[src/rtl/fpcmp_pkg.sv]
package fpcmp_pkg;
  parameter int OP_W  = 64;
  parameter int MAG_W = OP_W - 1;

  typedef struct packed {
    logic             sign;
    logic [MAG_W-1:0] mag;
    logic             nan;
    logic             snan;
    logic             zero;
  } fp_class_t;

  typedef enum logic [1:0] {
    CB_UNORD = 2'd0,
    CB_EQ    = 2'd1,
    CB_LT    = 2'd2,
    CB_STRICT = 2'd3
  } cond_bit_e;
endpackage

[src/rtl/fpcmp_classify.sv]
module fpcmp_classify
  import fpcmp_pkg::*;
#(
  parameter int SE = 8,
  parameter int SF = 23,
  parameter int DE = 11,
  parameter int DF = 52
) (
  input  logic [OP_W-1:0] op,
  input  logic            fmt_dbl,
  input  logic            abs_en,
  output fp_class_t       info
);
  logic [SE-1:0] s_exp;
  logic [SF-1:0] s_frac;
  logic [DE-1:0] d_exp;
  logic [DF-1:0] d_frac;
  logic          raw_sign, exp_ones, frac_nz, quiet_bit;
  logic [MAG_W-1:0] mag;

  assign s_exp  = op[SF +: SE];
  assign s_frac = op[SF-1:0];
  assign d_exp  = op[DF +: DE];
  assign d_frac = op[DF-1:0];

  always_comb begin
    if (fmt_dbl) begin
      raw_sign  = op[DE+DF];
      mag       = MAG_W'({d_exp, d_frac});
      exp_ones  = &d_exp;
      frac_nz   = |d_frac;
      quiet_bit = d_frac[DF-1];
    end else begin
      raw_sign  = op[SE+SF];
      mag       = MAG_W'({s_exp, s_frac});
      exp_ones  = &s_exp;
      frac_nz   = |s_frac;
      quiet_bit = s_frac[SF-1];
    end
  end

  always_comb begin
    info.sign = raw_sign & ~abs_en;
    info.mag  = mag;
    info.nan  = exp_ones & frac_nz;
    info.snan = exp_ones & frac_nz & ~quiet_bit;
    info.zero = (mag == '0);
  end
endmodule

[src/rtl/fpcmp_order.sv]
module fpcmp_order
  import fpcmp_pkg::*;
(
  input  fp_class_t a,
  input  fp_class_t b,
  output logic      is_eq,
  output logic      is_lt
);
  logic mag_lt, mag_gt;
  assign mag_lt = (a.mag < b.mag);
  assign mag_gt = (a.mag > b.mag);

  always_comb begin
    is_eq = (a.zero && b.zero) || ((a.sign == b.sign) && (a.mag == b.mag));
    if (a.sign != b.sign)
      is_lt = a.sign;
    else if (a.sign)
      is_lt = mag_gt;
    else
      is_lt = mag_lt;
    is_lt = is_lt & ~is_eq;
  end
endmodule

[src/rtl/fpcmp_eval.sv]
module fpcmp_eval
  import fpcmp_pkg::*;
#(
  parameter int SE = 8,
  parameter int SF = 23,
  parameter int DE = 11,
  parameter int DF = 52
) (
  input  logic [63:0] op_a,
  input  logic [63:0] op_b,
  input  logic        fmt_dbl,
  input  logic        abs_en,
  input  logic [3:0]  cond_sel,
  output logic        cond_true,
  output logic        invalid
);
  localparam int N_OPS = 2;

  logic [OP_W-1:0] ops [N_OPS];
  fp_class_t       cls [N_OPS];
  logic            rel_eq, rel_lt, unord, any_snan;

  assign ops[0] = op_a;
  assign ops[1] = op_b;

  for (genvar g = 0; g < N_OPS; g++) begin : g_cls
    fpcmp_classify #(.SE(SE), .SF(SF), .DE(DE), .DF(DF)) u_cls (
      .op     (ops[g]),
      .fmt_dbl(fmt_dbl),
      .abs_en (abs_en),
      .info   (cls[g])
    );
  end

  fpcmp_order u_ord (
    .a    (cls[0]),
    .b    (cls[1]),
    .is_eq(rel_eq),
    .is_lt(rel_lt)
  );

  always_comb begin
    unord    = cls[0].nan | cls[1].nan;
    any_snan = cls[0].snan | cls[1].snan;
    cond_true = (cond_sel[CB_LT]    & rel_lt & ~unord)
              | (cond_sel[CB_EQ]    & rel_eq & ~unord)
              | (cond_sel[CB_UNORD] & unord);
    invalid   = unord & (cond_sel[CB_STRICT] | any_snan);
  end
endmodule

[config.mk]
export PLATFORM = sky130hd
export DESIGN_NAME = fpcmp_eval
export DESIGN_NICKNAME = d
export VERILOG_FILES = /design/src/rtl/fpcmp_pkg.sv /design/src/rtl/fpcmp_classify.sv /design/src/rtl/fpcmp_order.sv /design/src/rtl/fpcmp_eval.sv
export SDC_FILE = /design/constraint.sdc
export NUM_CORES = 1
export LEC_CHECK = 0
export BUFFER_PORTS_ARGS = -buffer_cell sky130_fd_sc_hd__buf_2
export CORE_MARGIN = 4
export CORE_UTILIZATION = 51
export DETAILED_ROUTE_END_ITERATION = 10
export GPL_TIMING_DRIVEN = 0
export PLACE_DENSITY = 0.88
export SLEW_MARGIN = 10
export SYNTH_ARGS = -nofsm -noshare
export SYNTH_HDL_FRONTEND = slang
export SYNTH_SLANG_ARGS = --single-unit
[constraint.sdc]
create_clock -name vclk -period 7.6
set_clock_uncertainty 0.1 [all_clocks]
set_input_delay 0.76 -clock vclk [all_inputs]
set_output_delay 0.76 -clock vclk [all_outputs]
set_load 0.005 [all_outputs]
==> impl_metrics.json, run 1 <==
{
  "leakagePower_nw": 1.630,
  "final_cell_count_no_fill": 543,
  "placement.io_buffers": 135,
  "vias": 3131,
  "fill_cells": 410,
  "drt-vias-per-instance": 5.766,
  "fin_area_um2": 3097,
  "post_cts_buffers": 0,
  "yosysTopAreaCell": "ha_1",
  "relSlewSlack_pct": 68.76,
  "avgSynthCellArea_um2": 6.618,
  "antenna_left": 0,
  "cts_resized": 0,
  "n_clock_buffer": 0,
  "yosys_warnings": 0,
  "multi_input_area_um2": 2193,
  "area_growth_pct": 31.44,
  "cts_hold_buf": 0,
  "layout-drive-gt1-share_pct": 29.12,
  "power_per_cell_area_nw_per_um2": 48.31,
  "min_period_ps": 4793,
  "wirelength_um": 7719,
  "nFlopsAndLatches": 0,
  "wl_per_cell_um": 14.22,
  "slew_violations": 0,
  "synth_nets": 553,
  "worst_hold_path_type": "primary input to output port",
  "post_dp_cell_area_um2": 3097,
  "setup_viol": 0,
  "gp_congestion": 0.9117,
  "io_pins": 136,
  "grt_setup_unrepaired": "no",
  "synth_top_cells_by_count": "ha_1, nand2_1, inv_1",
  "synth_cell_types": 40,
  "tns_ps": 0,
  "hold_viol_final": 0,
  "max_cap_violations": 0,
  "fmax_mhz": 208.6,
  "end_kind": "output port",
  "start_util_pct": 53.37,
  "core_region_area_um2": 4414,
  "final_nets": 690,
  "dieHeight_um": 75.97,
  "worst-endpoint-arrival_ps": 3930,
  "worstPathRequired_ps": 6740,
  "yosysMostFrequentCell": "ha_1",
  "dieArea_um2": 5771,
  "netlist_area_um2": 2356,
  "grt_start_max_net_pins": 11,
  "first_pass_iters": 4,
  "dp_cells": 543,
  "total_power_uw": 149.6,
  "synthTopCellsByArea": "ha_1, nand2_1, and2_1",
  "status": "finished, final reports clean",
  "grt_pass1_wl_um": 12460,
  "antenna_cells": 0,
  "rows": 24,
  "die_w_um": 75.97,
  "critPathMaxFanout": 10,
  "final.period_utilization_pct": 63.06,
  "route.detailed.drc": 0,
  "netlist_instances": 356,
  "hold_slack_ps": 1720,
  "antenna_found_initial": 0,
  "grt_pass1_vias": 2924,
  "cp-start-kind": "primary input",
  "crit_start": "fmt_dbl",
  "overflow": 0,
  "synth-seq-area-share_pct": 0,
  "crit_end": "cond_true",
  "drt_iter0_drc": 114,
  "critical_path_class": "primary input to output port",
  "ir_drop_mv": 0.02387,
  "seq_area_um2": 0,
  "dpl.hpwl_um": 7089,
  "grt_usage_pct": 24.23,
  "tightestPinTransition_ps": 468.6,
  "yosys.area.top_type_share_pct": 33.46
}
[metal layers]
layer | wire [um] | GRT usage (%) | vias up | part of all wire, %
li1 | - | - | 1601 | -
met1 | 3256 | 31.42 | 1415 | 42
met2 | 3817 | 43.84 | 109 | 49
met3 | 574 | 2.962 | 6 | 7.4
met4 | 70 | 2.135 | 0 | 0.91
met5 | 0 | 0 | - | 0
[cell usage in the layout, fill, tap and decap left out, drive strengths merged, types with 17 or more instances in the layout]
cell and n:
and2 32, nor4 28, a21oi 30, buf 135, nand2 57, nand4 24
ha 63, inv 34, nor2 17
[per-stage QoR]
stage	worst slack (ps)	util (%)
6_report	2807	70.15
5_1_grt	2505	70.15
4_1_cts	2839	70.15
3_5_place_dp	2844	70.15
3_3_place_gp	2924	70.15
2_1_floorplan	3629	-
[where the power goes]
part	switching, mW	leakage (nW)	internal (mW)	total (mW)
clock network	0	0	0	0
logic	0.0788	1.63	0.0707	0.150
registers	0	0	0	0
total	0.0788	1.63	0.0707	0.150
[worst max-delay path: stages]
cell      delay, ps
clkbuf_1        320
clkbuf_1        370
clkbuf_1        430
nand2_1         120
ha_1            320
nand4_1         170
nor4_1          420
nand3_1         190
nor3_1          290
a21oi_1         150
nand3b_1        190
o211ai_2         70
buf_2           140
[cells by family (layout without fill, tap and decap cells)]
logic type | count (synthesis) | count (layout) | synth area share, %
mux | 2 | 2 | 0.8497
buf+inv | 43 | 178 | 6.904
compound gates | 66 | 66 | 18.06
simple gates | 181 | 181 | 40.36
fa+ha+maj | 63 | 63 | 33.46
xor+xnor | 1 | 1 | 0.3718
[cell type report]
class / instances / area share (%)
repair buffers: 135 / 21.82
multi-input cells: 313 / 70.83
inverters: 35 / 4.283
well taps: 52 / 2.101
plain buffers: 8 / 0.9697
[how the worst min path moves through the flow]
stage / end / slack, ps / depth (start not counted) / start
finish: invalid / 1720 / 4 / cond_sel[3]
global route: invalid / 1730 / 4 / cond_sel[3]
CTS: invalid / 1720 / 4 / cond_sel[3]
detailed placement: invalid / 1710 / 4 / cond_sel[3]
global placement: invalid / 1720 / 4 / cond_sel[3]
floorplan: invalid / 1510 / 2 / cond_sel[3]
No activity file was read; power rests on OpenSTA's default activity.
==> inputs of run 2 (changes only) <==
--- a/config.mk
+++ b/config.mk
@@ -7,10 +7,10 @@
 export LEC_CHECK = 0
 export BUFFER_PORTS_ARGS = -buffer_cell sky130_fd_sc_hd__buf_2
 export CORE_MARGIN = 4
-export CORE_UTILIZATION = 51
+export CORE_UTILIZATION = 47
 export DETAILED_ROUTE_END_ITERATION = 10
 export GPL_TIMING_DRIVEN = 0
-export PLACE_DENSITY = 0.88
+export PLACE_DENSITY = 0.82
 export SLEW_MARGIN = 10
 export SYNTH_ARGS = -nofsm -noshare
 export SYNTH_HDL_FRONTEND = slang
==> constraint.sdc (replaced) <==
create_clock -name vclk -period 4.8
set_clock_uncertainty 0.1 [all_clocks]
set_input_delay 0.48 -clock vclk [all_inputs]
set_output_delay 0.48 -clock vclk [all_outputs]
set_load 0.005 [all_outputs]
==> run 2 against run 1 <==
Compared with the run above:
- critical path depth did not move
- largest power group unchanged
- die area increased by 7.6%
- final cell count increased by 2.8%
- setup slack worse by 2300 ps
- first-iteration DRC count fell by 24%
==> impl_metrics.json, run 2 (synthesized netlist as in run 1, its figures left out) <==
{
  "tns_ps": 0,
  "dpl.hpwl_um": 7093,
  "grt_setup_unrepaired": "no",
  "first_pass_iters": 4,
  "tightestPinTransition_ps": 524.6,
  "ir_drop_mv": 0.03773,
  "rows": 25,
  "core_region_area_um2": 4786,
  "grt_usage_pct": 23.43,
  "cts_hold_buf": 0,
  "worst_hold_path_type": "primary input to output port",
  "route.detailed.drc": 0,
  "placement.io_buffers": 135,
  "power_per_cell_area_nw_per_um2": 75.49,
  "final_nets": 690,
  "die_w_um": 78.80,
  "final_cell_count_no_fill": 558,
  "nFlopsAndLatches": 0,
  "wirelength_um": 7598,
  "drt-vias-per-instance": 5.591,
  "gp_congestion": 0.8978,
  "layout_common_cells": "buf_2, ha_1, nand2_1",
  "mostFrequentLayoutCell": "buf_2",
  "antenna_found_initial": 0,
  "dieHeight_um": 78.80,
  "post_cts_buffers": 0,
  "slew_violations": 0,
  "grt_pass1_wl_um": 12430,
  "wl_per_cell_um": 13.62,
  "min_period_ps": 4302,
  "relSlewSlack_pct": 65.02,
  "overflow": 0,
  "hold_slack_ps": 1159,
  "dp_cells": 558,
  "start_util_pct": 49.23,
  "fmax_mhz": 232.4,
  "final.period_utilization_pct": 89.63,
  "status": "finished, final reports clean",
  "leakagePower_nw": 1.630,
  "n_clock_buffer": 0,
  "io_pins": 136,
  "vias": 3120,
  "drt_iter0_drc": 87,
  "layout-drive-gt1-share_pct": 29.12,
  "grt_start_max_net_pins": 11,
  "critical_path_class": "primary input to output port",
  "cts_resized": 0,
  "antenna_cells": 0,
  "critPathMaxFanout": 10,
  "antenna_left": 0,
  "cp-start-kind": "primary input",
  "max_cap_violations": 0,
  "seq_area_um2": 0,
  "dieArea_um2": 6209,
  "grt_pass1_vias": 3004,
  "end_kind": "output port",
  "worstPathRequired_ps": 4220,
  "hold_viol_final": 0,
  "setup_viol": 0,
  "worst-endpoint-arrival_ps": 3720,
  "area_growth_pct": 32.24
}
==> run 2: cell counts in the layout (fill, tap and decap cells not counted) <==
Identical to the previous run, type by type.
==> run 2: path summary, 6_finish.rpt <==
check | start | endpoint | slack, ps | depth (start not counted)
worst max-delay path | fmt_dbl | cond_true | 500 | 13
worst min-delay path | cond_sel[0] | cond_true | 1160 | 4
==> run 2: report_power, final <==
part	total (mW)	internal (mW)	switching [mW]	leakage [nW]
Clock	0	0	0	0
Sequential	0	0	0	0
Combinational	0.235	0.112	0.123	1.63
==> run 2: through the flow <==
stage / total power, mW / util (%) / setup WS [ps] / instance area, um^2
after floorplan: 0.1280 / - / 1389 / 2356
after global placement: 0.2267 / 65.10 / 628.6 / 3115
after detailed placement: 0.2338 / 65.10 / 513.5 / 3115
after CTS: 0.2354 / 65.10 / 519.0 / 3115
after global routing: 0.2694 / 65.10 / 225.4 / 3115
final: 0.2352 / 65.10 / 497.8 / 3115
==> run 2: layer usage <==
metal	GRT usage [%]	share of wire, %
met1	30.00	43
met2	44.40	50
met3	1.587	6.4
met4	1.573	0.59
met5	0	0
==> run 2: area by class of cell <==
class	instances	area (um^2)
Timing Repair Buffer	135	675.6
Buffer	8	30.03
Fill cell	469	1670
Multi-Input combinational cell	313	2193
Inverter	35	132.6
Tap cell	67	83.83
==> run 2: critical path, cell delays in order <==
cell	delay (ps)
clkbuf_1	350
clkbuf_1	400
clkbuf_1	470
nand2_1	110
ha_1	320
nand4_1	160
nor4_1	400
nand3_1	200
nor3_1	300
a21oi_1	150
nand3b_1	190
o211ai_2	60
buf_2	140
==> inputs of run 3 (changes only) <==
--- a/config.mk
+++ b/config.mk
@@ -5,9 +5,10 @@
 export SDC_FILE = /design/constraint.sdc
 export NUM_CORES = 1
 export LEC_CHECK = 0
+export ABC_AREA = 1
 export BUFFER_PORTS_ARGS = -buffer_cell sky130_fd_sc_hd__buf_2
 export CORE_MARGIN = 4
-export CORE_UTILIZATION = 47
+export CORE_UTILIZATION = 51
 export DETAILED_ROUTE_END_ITERATION = 10
 export GPL_TIMING_DRIVEN = 0
 export PLACE_DENSITY = 0.82
==> run 3 against run 2 <==
Compared with the run above:
- hold slack better by 26 ps
- global-route usage up 3.6 points
- first-iteration DRC count rose to 2.9 times the previous value
- power up 31%
- die area up 18%
- synthesized cell count up 68%
- setup slack better by 720 ps
- utilization up 2.3 points
- sequential share of layout area unchanged
- synthesized area up 30%
- non-clock buffer count up 1
- clock-buffer cell count unchanged
- largest power group unchanged
- highest routed layer unchanged
==> impl_metrics.json, run 3 <==
{
  "io_pins": 136,
  "cts_resized": 0,
  "final.period_utilization_pct": 74.68,
  "yosysMostFrequentCell": "nand2_1",
  "n_clock_buffer": 0,
  "gp_congestion": 0.9532,
  "dieArea_um2": 7299,
  "tns_ps": 0,
  "avgSynthCellArea_um2": 5.114,
  "area_growth_pct": 25.04,
  "status": "finished, final reports clean",
  "antenna_left": 0,
  "post_cts_buffers": 0,
  "synth_top_cells_by_count": "nand2_1, inv_1, nor2_1",
  "max_cap_violations": 0,
  "first_pass_iters": 5,
  "synth_cell_types": 28,
  "end_kind": "output port",
  "seq_area_um2": 0,
  "netlist_area_um2": 3058,
  "synthTopCellsByArea": "nand2_1, ha_1, inv_1",
  "grt_setup_unrepaired": "no",
  "slew_violations": 0,
  "route.detailed.drc": 0,
  "drt-vias-per-instance": 5.179,
  "relSlewSlack_pct": 71.05,
  "setup_viol": 0,
  "nFlopsAndLatches": 0,
  "leakagePower_nw": 2.503,
  "layout-drive-gt1-share_pct": 19.92,
  "hold_viol_final": 0,
  "worst_hold_path_type": "primary input to output port",
  "overflow": 0,
  "layout_common_cells": "nand2_1, buf_2, inv_1",
  "fmax_mhz": 279.0,
  "critical_path_class": "primary input to output port",
  "grt_pass1_wl_um": 16550,
  "rows": 27,
  "dieHeight_um": 85.44,
  "cts_hold_buf": 0,
  "core_region_area_um2": 5675,
  "vias": 4169,
  "antenna_found_initial": 0,
  "final_cell_count_no_fill": 805,
  "worstPathRequired_ps": 4220,
  "ir_drop_mv": 0.06350,
  "total_power_uw": 307.7,
  "yosysTopAreaCell": "nand2_1",
  "mostFrequentLayoutCell": "nand2_1",
  "grt_usage_pct": 27.06,
  "antenna_cells": 0,
  "grt_pass1_vias": 3852,
  "start_util_pct": 53.88,
  "critPathMaxFanout": 10,
  "grt_start_max_net_pins": 11,
  "yosys.area.top_type_share_pct": 26.51,
  "final_nets": 932,
  "min_period_ps": 3585,
  "synth_nets": 795,
  "worst-endpoint-arrival_ps": 3000,
  "die_w_um": 85.44,
  "dp_cells": 805,
  "tightestPinTransition_ps": 434.3,
  "wl_per_cell_um": 12.88,
  "synth-seq-area-share_pct": 0,
  "dpl.hpwl_um": 9259,
  "drt_iter0_drc": 252,
  "cp-start-kind": "primary input",
  "yosys_warnings": 0,
  "wirelength_um": 10370,
  "netlist_instances": 598,
  "power_per_cell_area_nw_per_um2": 80.47,
  "placement.io_buffers": 135
}
[run 3: per-layer routing]
metal	track usage (%)	share of wire [%]	vias up	routed length [um]
li1	-	-	2169	-
met1	34.72	44	1790	4526
met2	50.85	48	200	4944
met3	1.553	7.9	10	821
met4	2.590	0.75	0	78
met5	0	0	-	0
[run 3: area by class of cell]
class,count,area (um^2)
Tap cell,72,90.09
Multi-Input combinational cell,484,2580
Timing Repair Buffer,135,675.6
Fill cell,582,1852
Inverter,105,394.1
Buffer,9,83.83
[run 3: where the power goes]
part / internal [mW] / leakage (nW) / total [mW] / switching, mW
sequential: 0 / 0 / 0 / 0
clock: 0 / 0 / 0 / 0
combinational: 0.128 / 2.50 / 0.308 / 0.180
[run 3: through the flow]
step	area [um^2]	util [%]	hold slack (ps)	setup slack, ps
6_report	3824	67.37	1185	1216
3_5_place_dp	3824	67.37	1174	1268
3_3_place_gp	3824	67.37	1199	1251
2_1_floorplan	3058	-	974.3	1844
4_1_cts	3824	67.37	1177	1251
5_1_grt	3824	67.37	1206	978.6
[run 3: final timing paths]
kind	startpoint	endpoint	cells after the start
setup / recovery	fmt_dbl	cond_true	19
hold / removal	cond_sel[0]	cond_true	4
[run 3: logic make-up after synthesis]
group | Yosys count | share of synthesized area [%]
compound gates | 42 | 7.365
xor+xnor | 1 | 0.2865
fa+ha+maj | 63 | 25.78
buf+inv | 114 | 15.63
simple gates | 378 | 50.94
[run 3: worst max-delay path, stage by stage]
cell      delay [ps]
buf_6            100
buf_6            140
buf_6            150
clkbuf_1         360
nand2_1          100
ha_1             310
inv_1             60
nor3_1           350
nand2_1          100
nor2_1           150
nand3b_1         100
nor2_1           100
nand2_1           60
nand2_1           70
nand2_1           50
nand2_1           50
nand3_1           70
nand3_1           80
buf_2            120
